## config.mk

```make
export PLATFORM = sky130hd
export DESIGN_NAME = pc_ctrl
export DESIGN_NICKNAME = d
export VERILOG_FILES = /design/src/rtl/pc_pkg.sv /design/src/rtl/pc_ctrl.sv
export SDC_FILE = /design/constraint.sdc
export NUM_CORES = 1
export LEC_CHECK = 0
export BUFFER_PORTS_ARGS = -buffer_cell sky130_fd_sc_hd__buf_4
export CAP_MARGIN = 20
export CELL_PAD_IN_SITES_DETAIL_PLACEMENT = 1
export CELL_PAD_IN_SITES_GLOBAL_PLACEMENT = 1
export CORE_AREA = 5 5 53 55
export CTS_CLUSTER_SIZE = 16
export DETAILED_ROUTE_END_ITERATION = 10
export DIE_AREA = 0 0 58 60
export GPL_TIMING_DRIVEN = 0
export HOLD_SLACK_MARGIN = 0.03
export MAX_ROUTING_LAYER = met4
export PLACE_DENSITY_LB_ADDON = 0.05
export SYNTH_ARGS = -nofsm -noshare
export SYNTH_HDL_FRONTEND = slang
export SYNTH_SLANG_ARGS = --single-unit
```

## constraint.sdc

```tcl
create_clock -name clk -period 3.47 [get_ports clk]
set_input_delay 0.1735 -clock clk [delete_from_list [all_inputs] [get_ports clk]]
set_output_delay 0.1735 -clock clk [all_outputs]
set_load 0.02 [all_outputs]
```

## src/rtl/pc_pkg.sv

```systemverilog
// Shared types for the prime checker.
// Assumes: nothing beyond a single clock domain.
package pc_pkg;
    typedef enum logic [1:0] {
        ST_IDLE = 2'd0,
        ST_SUB  = 2'd1,
        ST_CHK  = 2'd2,
        ST_FIN  = 2'd3
    } pc_state_t;
endpackage

```

## src/rtl/pc_ctrl.sv

```systemverilog
// Controller: sequences subtract / check / advance, counts exact
// divisors, and issues the done pulse with the prime verdict.
// Assumes: op_zero reflects the operand input in the start cycle.
module pc_ctrl #(
    parameter int CW = 9
) (
    input  logic clk,
    input  logic rst_n,
    input  logic start,
    input  logic op_zero,
    input  logic ge,
    input  logic zero,
    input  logic last,
    output logic load,
    output logic adv,
    output logic sub,
    output logic active,
    output logic done,
    output logic is_prime
);
    import pc_pkg::*;

    localparam logic [CW-1:0] TWO = CW'(2);

    pc_state_t     state_q;
    logic [CW-1:0] count_q;

    // Datapath strobes decoded from the state.
    assign load   = (state_q == ST_IDLE) && start;
    assign sub    = (state_q == ST_SUB) && ge;
    assign adv    = (state_q == ST_CHK) && !last;
    assign active = (state_q == ST_SUB) || (state_q == ST_CHK);

    // State register, divisor counter and result outputs.
    always_ff @(posedge clk) begin
        if (!rst_n) begin
            state_q  <= ST_IDLE;
            count_q  <= '0;
            done     <= 1'b0;
            is_prime <= 1'b0;
        end else begin
            done <= 1'b0;
            unique case (state_q)
                ST_IDLE: if (start) begin
                    count_q <= '0;
                    state_q <= op_zero ? ST_FIN : ST_SUB;
                end
                ST_SUB: if (!ge) state_q <= ST_CHK;
                ST_CHK: begin
                    if (zero) count_q <= count_q + CW'(1);
                    state_q <= last ? ST_FIN : ST_SUB;
                end
                ST_FIN: begin
                    done     <= 1'b1;
                    is_prime <= (count_q == TWO);
                    state_q  <= ST_IDLE;
                end
                default: state_q <= ST_IDLE;
            endcase
        end
    end

    // done never lasts more than one cycle
    a_r4_done_single: assert property (@(posedge clk) disable iff (!rst_n)
        done |=> !done);

    // the verdict only moves together with done
    a_r5_prime_held: assert property (@(posedge clk) disable iff (!rst_n)
        !done |-> $stable(is_prime));
endmodule

```

# After elaboration in Yosys (flattened, before gate mapping)

Cells that the tools add are included.

Output and inout bits: 6
ROM bits: 0
Logic and storage cells: 30
Memory bits (writable): 0
Register bits after elaboration: 13
Bits of input ports: 7
Latch bits: 0
Memories: 0

Bitwise gates (word level): 0
Reduce and logical (&&, ||, !) cells: 9
Multiply operators: 0
Eq/ne operators: 7
$lt $le $gt $ge: 0
Shifts and indexed selects: 0
Mux-type cells: 9
$add $sub $neg: 1
Div/mod/pow operators: 0

Operators by type and width:

| cell                  | number |
|---|---|
| $mux W9               | 2 |
| $pmux W9 S2           | 1 |
| $add A9 B1 Y9 const B | 1 |
| $eq A9 B2 Y1 const B  | 1 |
| $mux W2               | 4 |
| $pmux W2 S4           | 1 |
| $ne A2 B2 Y1 const B  | 3 |
| $eq A2 B2 Y1 const B  | 2 |
| $logic_and A1 B1 Y1   | 3 |
| $reduce_and A3 Y1     | 1 |
| $eq A2 B1 Y1 const B  | 1 |
| $logic_not A2 Y1      | 1 |
| $reduce_and A2 Y1     | 1 |
| $reduce_bool A2 Y1    | 1 |
| $logic_not A1 Y1      | 1 |
| $logic_or A1 B1 Y1    | 1 |
| $mux W1               | 1 |

# Logic depth before layout (Yosys ltp)

Depth after elaboration: 3
Mapped depth: 7
Gate-level depth less buffers: 6

# Least setup slack after synthesis

Ideal clock, no wire load.

Kind: register to register
Start: register state_q[0]
End: register count_q[8]
Setup slack: 1.856 ns
Period minus slack after synthesis: 1.614 ns
Arrival: 1.499 ns
Cell stages (with the launch flop): 8
Setup time: 0.115 ns
Data required time: 3.355 ns
Path buffers: 1
Cells stage by stage: dfxtp_1 inv_1 ha_1 buf_6 mux2_4 nand2_1 o31a_1 o21a_1

Cells in the longest elaborated chain, start to end: 3
Elaborated cells on any way between the ends: 7
Those cells by class: eq/ne (3); mux (1); reduce/logical (3)

RTL lines:

| item                                                                       | line          | RTL |
|---|---|---|
| start: declaration                                                         | pc_ctrl.sv:25 | `pc_state_t state_q;` |
| start signal: assignment                                                   | pc_ctrl.sv:46 | `state_q <= op_zero ? ST_FIN : ST_SUB;` |
| start signal: assignment                                                   | pc_ctrl.sv:51 | `state_q <= last ? ST_FIN : ST_SUB;` |
| $eq A2 B2 Y1 / $logic_not A2 Y1 (equally long branches)                    | pc_ctrl.sv:43 | `unique case (state_q)` |
| $ne A2 B2 Y1 (no source line) / $reduce_bool A2 Y1 (equally long branches) | --            |  |
| $reduce_and A3 Y1 (no source line)                                         | --            |  |
| end signal: assignment                                                     | pc_ctrl.sv:50 | `if (zero) count_q <= count_q + CW'(1);` |
| end: declaration                                                           | pc_ctrl.sv:26 | `logic [CW-1:0] count_q;` |

Parallel ways exist; a longest one is shown, timed or not.
A chain may end at the register's enable or synchronous reset.

# Worst setup path in the final report

Ends and elaborated chain as after synthesis.

==> impl_metrics.toml <==
[synth]
yosys_warnings = 0
postSynth.asyncResetShare = 0
avgSynthCellArea_sq_um = 9.12
yosysUniqueCellTypes = 31
synth-seq-area-share = 0.344
yosys_most_used_dff = "dfxtp_1"
yosys_register_bits = 13
cell_area_after_synthesis_sq_um = 757
netlist_instances = 83
number_of_enable_flip_flop_cells_after_synthesis = 0
synth.net_count = 97

[grt]
global_route_wire_length_before_repair_um = 2770
grt_pass1_vias = 633
grt_max_degree = 10
total_congestion_overflow_after_global_routing = 0
track_usage = 0.113
antenna_found_initial = 0

[cts]
clkSinkCount = 13
cts_repair_resize_count = 0
clock_tree.root_cell = "clkbuf_4"
cts_hold_buffers = 0
post_cts_buffers = 0
clock_buffers_created_by_tritoncts = 3
tritoncts_clock_tree = "yes"
h_tree_depth = 1
worst_skew_pair.late_latency_ps = 280
cts-root-to-sink-buffers = 2
worst_setup_hold_path_clk_slew_ps = 80

[power]
worst_ir_drop_vdd_uv = 356
pwr_density_cell_mw_per_mm2 = 644
static-leakage-power_uw = 0.000364
power.total_uw = 587

[floorplanning]
die_height_um = 60
floorplan.rows = 18
boundaryPins = 13
start_util = 0.323
placeable_core_region_sq_mm = 0.00234
die_area_sq_mm = 0.00348
die_width_um = 58

[critical_path]
critical_path_peak_fanout = 9
cp_num_buf_inv = 2
crit_path_end_kind = "register"
cp_slowest_cell = "dfxtp_1"
cp-startpoint = "state_q[0]"
critical_path.cell_chain = "inv_1, ha_1, buf_6, mux2_4, nand2_1, o31a_1, o21a_1"
critPathLaunchType = "register"
required_ps = 3650
timing.critical_path.max_delay_family = "compound AO/OA/AOI/OAI gates"
critPathMaxStageDelay_ps = 390
setup.worst_path.class = "reg -> reg"
timing.rr.start = "state_q[0]"
crit_arrival_ps = 1910

[hold_path]
hp-class = "in -> reg"
min_from = "rst_n"

[sta]
tightest_slew_ps = 488
finalClockSkew_ps = 5.95
drv_slew = 0
final_period_minus_worst_setup_slack_ps = 1730
grt_setup_unrepaired = "false"
finalHoldViolCount = 0
final.period_utilization = 0.498
timing.max_slew.rel_slack = 0.665
timing.fmax_mhz = 579
setup_total_negative_slack_ps = 0
timing.final.setup_violations = 0

[detailed_routing]
dr.first_iter.drc_count = 3
route.vias.total = 630
routed_wire_length_per_instance_um = 12.1
routed_wl_um = 1570
route.antenna.remaining_nets = 0
first_pass_iters = 3
vias_per_cell = 4.88
post-route-drc-count = 0

[final_layout]
final.fill_count = 279
insertedDiodeCount = 0
final_net_count = 114
layout.cells.most_common_list = "dfxtp_1, buf_4, nor2_1, ha_1"
area_growth_syn_to_layout_pct = 20.3
final_common_cell = "dfxtp_1"
drive_gt1_frac = 0.192

[placement]
buffer_ports.inserted = 12
place.detailed.hpwl_um = 1240
finalWeightedCongestion = 0.716

[flow_run]
drv_cap = 0

[run_status]
status = "complete, no violations"
-- worst register-to-register path, cell delays in order (launching register included) --
cell     delay (ps)
dfxtp_1         390
inv_1           100
ha_1            210
buf_6           140
mux2_4          210
nand2_1         100
o31a_1          310
o21a_1          170
-- routing by layer --
metal,global-route usage,up-vias,wire [um]
met5,-,-,0
met4,0.109,0,74
met3,0.0194,4,33
met2,0.156,12,655
met1,0.137,292,803
li1,-,322,-
-- cell families after synthesis --
kind of cell / count (synthesis) / share of synthesized area
muxes: 3 / 0.0463
buffers and inverters: 6 / 0.0397
adders and majority gates: 7 / 0.116
xor gates and xnor gates: 5 / 0.0578
DFF: 13 / 0.344
AOI/OAI and AO/OA: 12 / 0.111
and+or+nand+nor: 37 / 0.286
-- area by class of cell --
cell class / count / area, sq um / share of cell area
inverters: 5 / 18.8 / 0.0206
repair buffers: 12 / 90.1 / 0.0989
flip-flops and latches: 13 / 260 / 0.286
clock buffers: 4 / 26.3 / 0.0288
multi-input cells: 64 / 467 / 0.512
well taps: 30 / 37.5 / 0.0412
plain buffers: 1 / 11.3 / 0.0124
-- state kept, by name, indices dropped and copies added (netlist names) --
signal	cells
count_q	9
done	1
is_prime	1
state_q	2
-- through the flow --
step,hold slack [ps],utilization,std cells,worst slack [ps],cell area [sq um]
floorplan,301,-,83,1860,757
global placement,464,0.378,125,1720,885
detailed placement,462,0.378,125,1730,885
CTS,165,0.389,129,1720,911
global route,169,0.389,129,1600,911
finish,168,0.389,129,1740,911
-- cells in the mapped netlist (3+ instances only) --
cell type	n	share of area
dfxtp_1	13	0.34
ha_1	7	0.12
nor2_1	7	0.035
inv_1	5	0.025
nand2_1	5	0.025
nand3_1	5	0.033
xnor2_1	4	0.046
and2_1	3	0.025
nand4_1	3	0.025
-- report_power, final --
group / leakage, uW / switching [uW] / internal (uW) / total, uW
combinational: 0.000244 / 183 / 127 / 310
clock: 0.0000150 / 51.3 / 44.6 / 96.0
sequential: 0.000105 / 16.3 / 165 / 181
-- worst paths after layout --
check / end / slack, ps / depth (start not counted)
worst max-delay path: count_q[8] / 1740 / 7
worst min-delay path: done / 170 / 2
worst max register to register: count_q[8] / 1740 / 7
worst min register to register: is_prime / 490 / 2
(Power assumes the default switching activity.)
